===== src/rtl/osr_rx_pkg.sv =====
package osr_rx_pkg;

    typedef enum logic [2:0] {
        ST_IDLE,
        ST_START,
        ST_DATA,
        ST_PAR,
        ST_STOP1,
        ST_STOP2
    } rx_state_e;

    typedef struct packed {
        logic noise;
        logic parity;
        logic framing;
    } frm_err_t;

    function automatic logic maj3(input logic a, input logic b, input logic c);
        return (a & b) | (a & c) | (b & c);
    endfunction

    function automatic logic split3(input logic a, input logic b, input logic c);
        return (a != b) || (b != c);
    endfunction

endpackage


===== src/rtl/osr_rx_voter.sv =====
module osr_rx_voter
    import osr_rx_pkg::*;
#(
    parameter int OSR = 16,
    parameter int CW  = $clog2(OSR + 1)
) (
    input  logic          clk,
    input  logic          rst,
    input  logic          tick_i,
    input  logic [CW-1:0] smp_i,
    input  logic          rx_i,
    output logic          rdy_o,
    output logic          val_o,
    output logic          noisy_o
);
    localparam logic [CW-1:0] SMP_A = CW'(OSR / 2 - 1);
    localparam logic [CW-1:0] SMP_B = CW'(OSR / 2);
    localparam logic [CW-1:0] SMP_C = CW'(OSR / 2 + 1);

    logic s_a, s_b;

    always_ff @(posedge clk) begin
        if (rst) begin
            s_a <= 1'b1;
            s_b <= 1'b1;
        end else if (tick_i) begin
            if (smp_i == SMP_A) s_a <= rx_i;
            if (smp_i == SMP_B) s_b <= rx_i;
        end
    end

    // third sample is used live on the tick that takes it
    assign rdy_o   = tick_i && (smp_i == SMP_C);
    assign val_o   = maj3(s_a, s_b, rx_i);
    assign noisy_o = split3(s_a, s_b, rx_i);

endmodule


===== src/rtl/osr_rx_framer.sv =====
module osr_rx_framer
    import osr_rx_pkg::*;
#(
    parameter int DATA_W = 8,
    parameter int OSR    = 16
) (
    input  logic              clk,
    input  logic              rst,
    input  logic              en_i,
    input  logic              tick_i,
    input  logic              rx_i,
    input  logic              par_en_i,
    input  logic              par_odd_i,
    input  logic              two_stop_i,
    output logic              done_o,
    output logic [DATA_W-1:0] data_o,
    output frm_err_t          err_o
);
    localparam int CW = $clog2(OSR + 1);
    localparam int BW = $clog2(DATA_W);
    localparam logic [CW-1:0] LAST_SMP = CW'(OSR);
    localparam logic [BW-1:0] LAST_BIT = BW'(DATA_W - 1);

    rx_state_e         state;
    logic [CW-1:0]     cnt, smp;
    logic [BW-1:0]     bidx;
    logic [DATA_W-1:0] shreg;
    frm_err_t          acc, err_upd;
    logic              bit_rdy, bit_val, bit_noisy, finish, abort, in_bit;

    assign smp    = cnt + 1'b1;
    assign in_bit = (state != ST_IDLE);

    osr_rx_voter #(.OSR(OSR), .CW(CW)) u_vote (
        .clk     (clk),
        .rst     (rst),
        .tick_i  (tick_i && in_bit),
        .smp_i   (smp),
        .rx_i    (rx_i),
        .rdy_o   (bit_rdy),
        .val_o   (bit_val),
        .noisy_o (bit_noisy)
    );

    always_comb begin
        err_upd = acc;
        if (bit_rdy) begin
            err_upd.noise = acc.noise | bit_noisy;
            if (state == ST_PAR)
                err_upd.parity = bit_val ^ (^shreg) ^ par_odd_i;
            if (state == ST_STOP1 || state == ST_STOP2)
                err_upd.framing = acc.framing | ~bit_val;
        end
        finish = bit_rdy && ((state == ST_STOP1 && !two_stop_i) || state == ST_STOP2);
        abort  = bit_rdy && (state == ST_START) && bit_val;
    end

    always_ff @(posedge clk) begin
        if (rst || !en_i) begin
            state  <= ST_IDLE;
            cnt    <= '0;
            bidx   <= '0;
            shreg  <= '0;
            acc    <= '0;
            done_o <= 1'b0;
            data_o <= '0;
            err_o  <= '0;
        end else begin
            done_o <= 1'b0;
            if (tick_i) begin
                if (state == ST_IDLE) begin
                    if (!rx_i) begin
                        state <= ST_START;
                        cnt   <= CW'(1);
                        bidx  <= '0;
                        acc   <= '0;
                    end
                end else if (abort) begin
                    state <= ST_IDLE;
                    cnt   <= '0;
                end else if (finish) begin
                    done_o <= 1'b1;
                    data_o <= shreg;
                    err_o  <= err_upd;
                    state  <= ST_IDLE;
                    cnt    <= '0;
                end else begin
                    acc <= err_upd;
                    if (bit_rdy && state == ST_DATA)
                        shreg <= {bit_val, shreg[DATA_W-1:1]};
                    if (smp == LAST_SMP) begin
                        cnt <= '0;
                        case (state)
                            ST_START: state <= ST_DATA;
                            ST_DATA: begin
                                if (bidx == LAST_BIT)
                                    state <= par_en_i ? ST_PAR : ST_STOP1;
                                else
                                    bidx <= bidx + 1'b1;
                            end
                            ST_PAR:   state <= ST_STOP1;
                            ST_STOP1: state <= ST_STOP2;
                            default:  state <= ST_IDLE;
                        endcase
                    end else begin
                        cnt <= smp;
                    end
                end
            end
        end
    end

    // a disabled receiver sits idle and never completes a frame
    a_r8_disable_idle: assert property (@(posedge clk) disable iff (rst)
        !en_i |=> (state == ST_IDLE && !done_o));

    // a start bit voted high sends the receiver back to idle
    a_r9_false_start: assert property (@(posedge clk) disable iff (rst)
        (en_i && bit_rdy && state == ST_START && bit_val) |=> (state == ST_IDLE && !done_o));

endmodule


===== src/rtl/osr_rx_hold.sv =====
module osr_rx_hold
    import osr_rx_pkg::*;
#(
    parameter int DATA_W = 8
) (
    input  logic              clk,
    input  logic              rst,
    input  logic              done_i,
    input  logic [DATA_W-1:0] data_i,
    input  frm_err_t          err_i,
    input  logic              rd_i,
    output logic [DATA_W-1:0] data_o,
    output logic              full_o,
    output logic              noise_o,
    output logic              par_o,
    output logic              frm_o,
    output logic              ovr_o
);
    always_ff @(posedge clk) begin
        if (rst) begin
            data_o  <= '0;
            full_o  <= 1'b0;
            noise_o <= 1'b0;
            par_o   <= 1'b0;
            frm_o   <= 1'b0;
            ovr_o   <= 1'b0;
        end else if (done_i && (!full_o || rd_i)) begin
            data_o  <= data_i;
            full_o  <= 1'b1;
            noise_o <= err_i.noise;
            par_o   <= err_i.parity;
            frm_o   <= err_i.framing;
            ovr_o   <= 1'b0;
        end else if (done_i) begin
            ovr_o <= 1'b1;
        end else if (rd_i) begin
            full_o  <= 1'b0;
            noise_o <= 1'b0;
            par_o   <= 1'b0;
            frm_o   <= 1'b0;
            ovr_o   <= 1'b0;
        end
    end

    a_r5_load_sets_full: assert property (@(posedge clk) disable iff (rst)
        (done_i && (!full_o || rd_i)) |=> (full_o && data_o == $past(data_i) && !ovr_o));

    a_r6_overrun_keeps: assert property (@(posedge clk) disable iff (rst)
        (done_i && full_o && !rd_i) |=> (ovr_o && full_o && $stable(data_o)));

    a_r7_read_clears: assert property (@(posedge clk) disable iff (rst)
        (rd_i && !done_i) |=> (!full_o && !ovr_o && !noise_o && !par_o && !frm_o));

endmodule


===== src/rtl/osr_uart_rx.sv =====
module osr_uart_rx
    import osr_rx_pkg::*;
#(
    parameter int DATA_W = 8,
    parameter int OSR    = 16
) (
    input  logic              clk,
    input  logic              rst,
    input  logic              rx_i,
    input  logic              tick16_i,
    input  logic              rx_en_i,
    input  logic              par_en_i,
    input  logic              par_odd_i,
    input  logic              two_stop_i,
    input  logic              rd_i,
    output logic [DATA_W-1:0] data_o,
    output logic              full_o,
    output logic              noise_err_o,
    output logic              par_err_o,
    output logic              frame_err_o,
    output logic              ovr_err_o
);
    logic              fr_done;
    logic [DATA_W-1:0] fr_data;
    frm_err_t          fr_err;

    osr_rx_framer #(.DATA_W(DATA_W), .OSR(OSR)) u_framer (
        .clk        (clk),
        .rst        (rst),
        .en_i       (rx_en_i),
        .tick_i     (tick16_i),
        .rx_i       (rx_i),
        .par_en_i   (par_en_i),
        .par_odd_i  (par_odd_i),
        .two_stop_i (two_stop_i),
        .done_o     (fr_done),
        .data_o     (fr_data),
        .err_o      (fr_err)
    );

    osr_rx_hold #(.DATA_W(DATA_W)) u_hold (
        .clk     (clk),
        .rst     (rst),
        .done_i  (fr_done),
        .data_i  (fr_data),
        .err_i   (fr_err),
        .rd_i    (rd_i),
        .data_o  (data_o),
        .full_o  (full_o),
        .noise_o (noise_err_o),
        .par_o   (par_err_o),
        .frm_o   (frame_err_o),
        .ovr_o   (ovr_err_o)
    );

endmodule


===== config.mk =====
export PLATFORM = sky130hd
export DESIGN_NAME = osr_uart_rx
export DESIGN_NICKNAME = d
export VERILOG_FILES = /design/src/rtl/osr_rx_pkg.sv /design/src/rtl/osr_rx_voter.sv /design/src/rtl/osr_rx_framer.sv /design/src/rtl/osr_rx_hold.sv /design/src/rtl/osr_uart_rx.sv
export SDC_FILE = /design/constraint.sdc
export NUM_CORES = 1
export LEC_CHECK = 0
export BUFFER_PORTS_ARGS = -buffer_cell sky130_fd_sc_hd__buf_2
export CAP_MARGIN = 20
export CELL_PAD_IN_SITES_DETAIL_PLACEMENT = 0
export CELL_PAD_IN_SITES_GLOBAL_PLACEMENT = 2
export CORE_ASPECT_RATIO = 0.9
export CORE_MARGIN = 4
export CORE_UTILIZATION = 39
export DETAILED_ROUTE_END_ITERATION = 10
export HOLD_SLACK_MARGIN = 0.06
export PLACE_DENSITY_LB_ADDON = 0.1
export SYNTH_ARGS = -nofsm -noshare
export SYNTH_HDL_FRONTEND = slang
export SYNTH_SLANG_ARGS = --single-unit
export TNS_END_PERCENT = 5

===== constraint.sdc =====
create_clock -name clk -period 3 [get_ports clk]
set_input_delay 0.15 -clock clk [delete_from_list [all_inputs] [get_ports clk]]
set_output_delay 0.15 -clock clk [all_outputs]
set_load 0.02 [all_outputs]

## After elaboration in Yosys (flattened, before gate mapping)

Index checks and enable logic that the tools add are counted.
Widths: inputs -> output; s select.

- Add/subtract/negate cells: 2
- Multiply operators: 0
- Divide/modulo/power cells: 0
- $lt $le $gt $ge: 0
- Equal/unequal tests: 18
- Shift-type cells: 0
- Muxes and demuxes: 34
- Bitwise operators: 14
- Reductions and logical operators: 35

Operators with widths:

| kind | count |
|---|---|
| $mux 3 | 18 |
| $mux 5 | 5 |
| $pmux 3 s4 | 1 |
| $reduce_and 4->1 | 3 |
| $eq 5x4->1 const B | 2 |
| $mux 1 | 10 |
| $eq 3x3->1 const B | 3 |
| $logic_and 1x1->1 | 8 |
| $reduce_and 2->1 | 4 |
| $reduce_bool 2->1 | 4 |
| $reduce_xor 8->1 | 1 |
| $reduce_and 7->1 | 1 |
| $eq 3x2->1 const B | 2 |
| $ne 2x2->1 const B | 3 |
| $add 5x1->5 const B | 1 |
| $eq 5x3->1 const B | 1 |
| $eq 5x5->1 const B | 1 |
| $logic_or 1x1->1 | 5 |
| $ne 5x2->1 const B | 1 |
| $not 1->1 | 5 |
| $reduce_and 5->1 | 1 |
| $ne 2x1->1 const B | 2 |
| $or 1x1->1 | 4 |
| $reduce_bool 4->1 | 1 |
| 10 further kinds | 16 |

- Register bits after elaboration: 49
- Bits in latches: 0
- Memory bits (writable): 0
- Bits in read-only memories: 0
- Bits of input ports: 9
- Output and inout port bits: 13
- Word-level logic and storage cells: 123
- Memories kept: 0

## Longest topological paths before layout

- Depth after elaboration: 10
- Mapped depth: 7
- Gate-level depth less buffers: 7

## By module

Synthesis repeated with hierarchy kept, for this count alone.

- Cells, all modules: 273
- Area, all modules: 2444.8 um2

By module, submodules not included:

| module | times used | cells an instance | area each (um2) | seq. area each (um2) |
|---|---|---|---|---|
| osr_rx_framer | 1 | 199 | 1716.6 | 680.7 |
| osr_rx_hold | 1 | 57 | 573.0 | 260.2 |
| osr_rx_voter | 1 | 17 | 155.1 | 40.0 |

## Worst setup path after synthesis

Ideal clock, no wire load.

- Kind: register to register
- Start: register u_framer.cnt[1]
- End: register u_framer.bidx[0]
- Setup time: 123 ps
- Arrival: 1873 ps
- Data required time: 2877 ps
- Setup slack: 1004 ps
- Stages on the path, launching flop included: 8
- Buffers on the path: 1
- Clock period less this slack: 1996 ps
- Cells stage by stage: dfxtp_1 ha_1 a31oi_1 or2_0 buf_2 nor2_2 a311oi_2 mux2_1

- Word-level cells in the longest chain between the ends: 7
- Elaborated cells between the ends (all ways): 11
- Those cells by class: add/sub (1); eq/ne (4); reduce/logical (6)

RTL lines:

| what | line | source |
|---|---|---|
| start, declared | osr_rx_framer.sv:25 | `logic [CW-1:0] cnt, smp;` |
| start signal, assigned | osr_rx_framer.sv:106 | `cnt <= smp;` |
| $add 5x1->5 (*) | osr_rx_framer.sv:31 | `assign smp = cnt + 1'b1;` |
| $eq 5x4->1 | osr_rx_voter.sv:33 | `assign rdy_o = tick_i && (smp_i == SMP_C);` |
| $logic_and 1x1->1 | osr_rx_voter.sv:33 |  |
| $logic_and 1x1->1 (2 in series) | osr_rx_framer.sv:55 | `abort = bit_rdy && (state == ST_START) && bit_val;` |
| $ne 2x2->1 (no line) | -- |  |
| $reduce_and 7->1 (no line) (*) | -- |  |
| end signal, assigned | osr_rx_framer.sv:99 | `bidx <= bidx + 1'b1;` |
| end, declared | osr_rx_framer.sv:26 | `logic [BW-1:0] bidx;` |

Mark *: on every way between the ends. The rest lies on a longest branch, timed or not.
A chain may end at the register's enable or synchronous reset.

## Final worst setup path

- Start: register u_framer.cnt[1]
- End: register u_framer.err_o[0] (netlist name)

- Word-level cells in the longest chain between the ends: 7
- Elaborated cells between the ends (all ways): 9
- Those cells by class: add/sub (1); eq/ne (1); mux (1); bitwise (1); reduce/logical (5)

RTL lines:

| what | line | source |
|---|---|---|
| $add 5x1->5 (*) | osr_rx_framer.sv:31 |  |
| $eq 5x4->1 (*) | osr_rx_voter.sv:33 |  |
| $logic_and 1x1->1 (*) | osr_rx_voter.sv:33 |  |
| $logic_and 1x1->1 (2 in series) | osr_rx_framer.sv:55 |  |
| $not 1->1 (no line) | -- |  |
| $reduce_and 4->1 (no line) | -- |  |
| end signal, assigned | osr_rx_framer.sv:84 | `err_o <= err_upd;` |
| end, declared | osr_rx_framer.sv:17 | `output frm_err_t err_o` |

Marks and branches as above.

==> flow_summary_export.csv <==
group,metric,value,unit
global_routing,grt_antenna_before_repair,0,
logic_synthesis,synth_most_common_cell,"sky130_fd_sc_hd__dfxtp_1",
pwr,power.ir.vdd_worst,0.254,mV
logic_synthesis,synth_cells,293,
cts,worst_setup_hold_path_clk_slew,0.10,ns
die,die_area,7750,sq um
cts,clk_path_buf_depth,2,
logic_synthesis,synth_commonest_cells,"sky130_fd_sc_hd__dfxtp_1 (49), sky130_fd_sc_hd__nand2_1 (39), sky130_fd_sc_hd__a21oi_1 (24), sky130_fd_sc_hd__nand3_1 (22), sky130_fd_sc_hd__o21ai_0 (18)",
global_routing,grt_first_pass_wirelength,10600,um
pwr,static_power_due_to_leakage,0.977,nW
critical_path,timing.setup.critical_path_class,"flop to flop",
logic_synthesis,syn_area,2500,sq um
detailed_routing,drt_drc_violations_left,0,
critical_path,cp.required,3.22,ns
place,place.detailed.instances,386,
critical_path,critical_path.endpoint_type,"flop",
job,number_of_maximum_capacitance_constraint_violations,0,
place,hpwlAfterDp,4390,um
critical_path,cp_slowest_cell,"sky130_fd_sc_hd__o211ai_1",
timing,final.setup_skew,0.00908,ns
pwr,pwr-share-clk,0.447,
die,floorplan.die.width,92.3,um
timing,max_freq,429,MHz
timing,fin_worst_hold_slack,0.182,ns
critical_path,combined_buffer_and_inverter_count_along_the_critical_path,0,
critical_path,cp_cell_sequence,"ha_1 > nor2_1 > and2_1 > o211ai_1 > nor2_1 > a211oi_1",
logic_synthesis,syn-num-nets,310,
logic_synthesis,synth_seq_area_share,0.393,
detailed_routing,total_routed_wirelength,6110,um
pwr,switching_power_as_a_share_of_total_power,0.219,
detailed_routing,detailedRoute.firstPassIterationCount,4,
pwr,seq_power_share,0.508,
logic_synthesis,yosys_most_used_dff,"sky130_fd_sc_hd__dfxtp_1",
finish,drive_gt1_frac,0.162,
finish,fill_cells,645,
pwr,combinational_power_share,0.045,
place,finalWeightedCongestion,0.772,
detailed_routing,routedWlPerCell,15.5,um
critical_path,crit_fanout,11,
timing,tightest_slew,0.818,ns
pwr,power.density,461,nW/um^2
status,status,"complete, no violations",
finish,num_antenna_cells,0,
cts,clkSinkCount,49,
timing,grt_setup_unrepaired,"false",
timing,finalSetupTns,0,ns
finish,final_nets,324,
global_routing,grt_pass1_vias,2017,
die,rows,27,
detailed_routing,drt-initial-drc-count,110,
finish,layout.area.seq,981,sq um
global_routing,total_global_routing_track_utilization,0.169,
finish,multi_input_comb_area,1400,sq um
die,core-area,6180,sq um
logic_synthesis,synth.ff_latch_count,49,
critical_path,crit_path_max_incr_delay,0.67,ns
cts,cts_root_buffer,"sky130_fd_sc_hd__clkbuf_8",
cts,tritoncts,"done",
die,start_util,0.404,
logic_synthesis,synthTopCellsByArea,"sky130_fd_sc_hd__dfxtp_1 (39%), sky130_fd_sc_hd__nand2_1 (5.9%), sky130_fd_sc_hd__a21oi_1 (4.8%), sky130_fd_sc_hd__nand3_1 (4.4%), sky130_fd_sc_hd__ha_1 (4.0%)",
pwr,p_int,1.01,mW
logic_synthesis,yosys_warnings,0,
die,die_h,83.9,um
global_routing,grt_overflow_total,0,
logic_synthesis,edff_count_synth,0,
place,buffer_ports.inserted,21,
logic_synthesis,ys_async_sr_fraction,0,
detailed_routing,post_drt_via_cell_ratio,5.31,
logic_synthesis,netlist-cell-type-count,60,
critical_path,worstSetupStartpointType,"flop",
finish,utilization,0.453,
global_routing,grt_max_degree,25,
critical_path,cp_common_cell,"sky130_fd_sc_hd__nor2_1",
cts,number_of_buffers_inserted_during_clock_tree_synthesis,5,
cts,htree_levels,2,
critical_path,cp_data_arrival_time,2.55,ns
pwr,power.switching,283,uW
logic_synthesis,synth_area_leader_cell,"sky130_fd_sc_hd__dfxtp_1",
logic_synthesis,avgSynthCellArea,8.52,sq um
detailed_routing,drt.antenna.violating_nets,0,
finish,stdcell_count,395,
worst_hold_path,class_of_the_tightest_hold_or_removal_check,"input port to flop",
timing,fin_crit,2.33,ns
logic_synthesis,post-synth-top-area-fraction,0.393,
die,ioPinCount,22,
timing,period_share,0.778,
finish,area_growth_syn_to_layout,12.1,%
cts,worst_skew_pair_later_pin_latency,0.31,ns
timing,hold_violations,0,
critical_path,critical-path-top-delay-family,"compound AO/OA/AOI/OAI gates",
timing,slew_headroom,0.452,
detailed_routing,vias,2098,
timing,final-max-slew-violation-count,0,
timing,setup_violations,0,
==> path summary, 6_finish.rpt <==
check | slack [ns] | start | end | cells past startpoint
worst max-delay path | 0.67 | u_framer.cnt[1] | u_framer.err_o[0] | 6
worst min-delay path | 0.18 | rx_i | u_framer.u_vote.s_a | 2
worst max register to register | 0.67 | u_framer.cnt[1] | u_framer.err_o[0] | 6
worst min register to register | 0.46 | u_hold.data_o[7] | u_hold.data_o[7] | 2
==> through the flow <==
stage	worst slack (ns)	area [sq um]	total power [mW]
final	0.667	2800	1.29
after global routing	0.406	2800	1.34
after CTS	0.650	2800	1.30
after detailed placement	0.674	2650	0.728
after global placement	0.773	2650	0.728
after floorplan	1.00	2500	0.706
==> power groups by stage <==
stage / Clock, mW / Combinational, mW / Sequential [mW]
2_1_floorplan: 0 / 0.0375 / 0.668
3_3_place_gp: 0 / 0.0578 / 0.670
3_5_place_dp: 0 / 0.0577 / 0.670
4_1_cts: 0.591 / 0.0587 / 0.655
5_1_grt: 0.623 / 0.0646 / 0.656
6_report: 0.576 / 0.0582 / 0.655
==> flip-flops by register name (all words and copies together), names as in the netlist <==
signal and count:
u_framer.cnt 5, u_framer.done_o 1, u_framer.u_vote.s_a 1, u_framer.acc 3, u_hold.par_o 1, u_framer.shreg 8
u_hold.frm_o 1, u_hold.ovr_o 1, u_hold.noise_o 1, u_hold.full_o 1, u_framer.state 3, u_framer.err_o 3
u_framer.u_vote.s_b 1, u_hold.data_o 8, u_framer.data_o 8, u_framer.bidx 3
==> routing by layer <==
metal	up-vias	wire length, um	global-route usage
met4	0	33	0.0324
met1	964	3370	0.268
met2	47	2370	0.233
met5	-	0	0
li1	1082	-	-
met3	5	332	0.0316
==> cells by family (layout without fill, tap and decap cells) <==
| logic type | after synthesis | in the layout | synth area share |
|---|---|---|---|
| xor gates and xnor gates | 10 | 10 | 0.0351 |
| adders and majority gates | 8 | 8 | 0.0401 |
| buffers and inverters | 27 | 42 | 0.0481 |
| DFF | 49 | 49 | 0.393 |
| and+or+nand+nor | 105 | 105 | 0.210 |
| muxes | 3 | 3 | 0.0125 |
| AOI/OAI and AO/OA | 91 | 91 | 0.262 |
==> final cells by class <==
type / instances / area share
inverters: 8 / 0.0107
multi-input cells: 217 / 0.499
clock buffers: 5 / 0.0246
clock inverters: 3 / 0.0246
repair buffers: 26 / 0.0519
well taps: 87 / 0.0389
flip-flops and latches: 49 / 0.351
==> placed cells by master (no fill, tap or decap), types with 3 or more instances in the layout <==
| cell | Yosys | layout |
|---|---|---|
| sky130_fd_sc_hd__dfxtp_1 | 49 | 49 |
| sky130_fd_sc_hd__o211ai_1 | 4 | 4 |
| sky130_fd_sc_hd__o21ai_0 | 18 | 18 |
| sky130_fd_sc_hd__a21oi_1 | 24 | 24 |
| sky130_fd_sc_hd__a32oi_1 | 3 | 3 |
| sky130_fd_sc_hd__buf_2 | 6 | 21 |
| sky130_fd_sc_hd__buf_4 | 3 | 4 |
| sky130_fd_sc_hd__clkbuf_8 | 0 | 5 |
| sky130_fd_sc_hd__nand2_1 | 39 | 39 |
| sky130_fd_sc_hd__inv_1 | 8 | 8 |
| sky130_fd_sc_hd__xnor2_1 | 9 | 9 |
| sky130_fd_sc_hd__and2_1 | 4 | 4 |
| sky130_fd_sc_hd__ha_1 | 8 | 8 |
| sky130_fd_sc_hd__nand2b_1 | 6 | 6 |
| sky130_fd_sc_hd__nor3_1 | 6 | 6 |
| sky130_fd_sc_hd__a22oi_1 | 4 | 4 |
| sky130_fd_sc_hd__nand3_1 | 22 | 22 |
| sky130_fd_sc_hd__o22ai_1 | 3 | 3 |
| sky130_fd_sc_hd__a211oi_1 | 4 | 4 |
| sky130_fd_sc_hd__nor2b_1 | 7 | 7 |
| sky130_fd_sc_hd__nor2_1 | 10 | 10 |
==> timing repair <==
action	4_1_cts	5_1_grt
hold endpoints to repair	1	0
buffers inserted	0	0
hold buffers	1	0
resized for setup	0	0
Power figures use the tool's default switching activity.
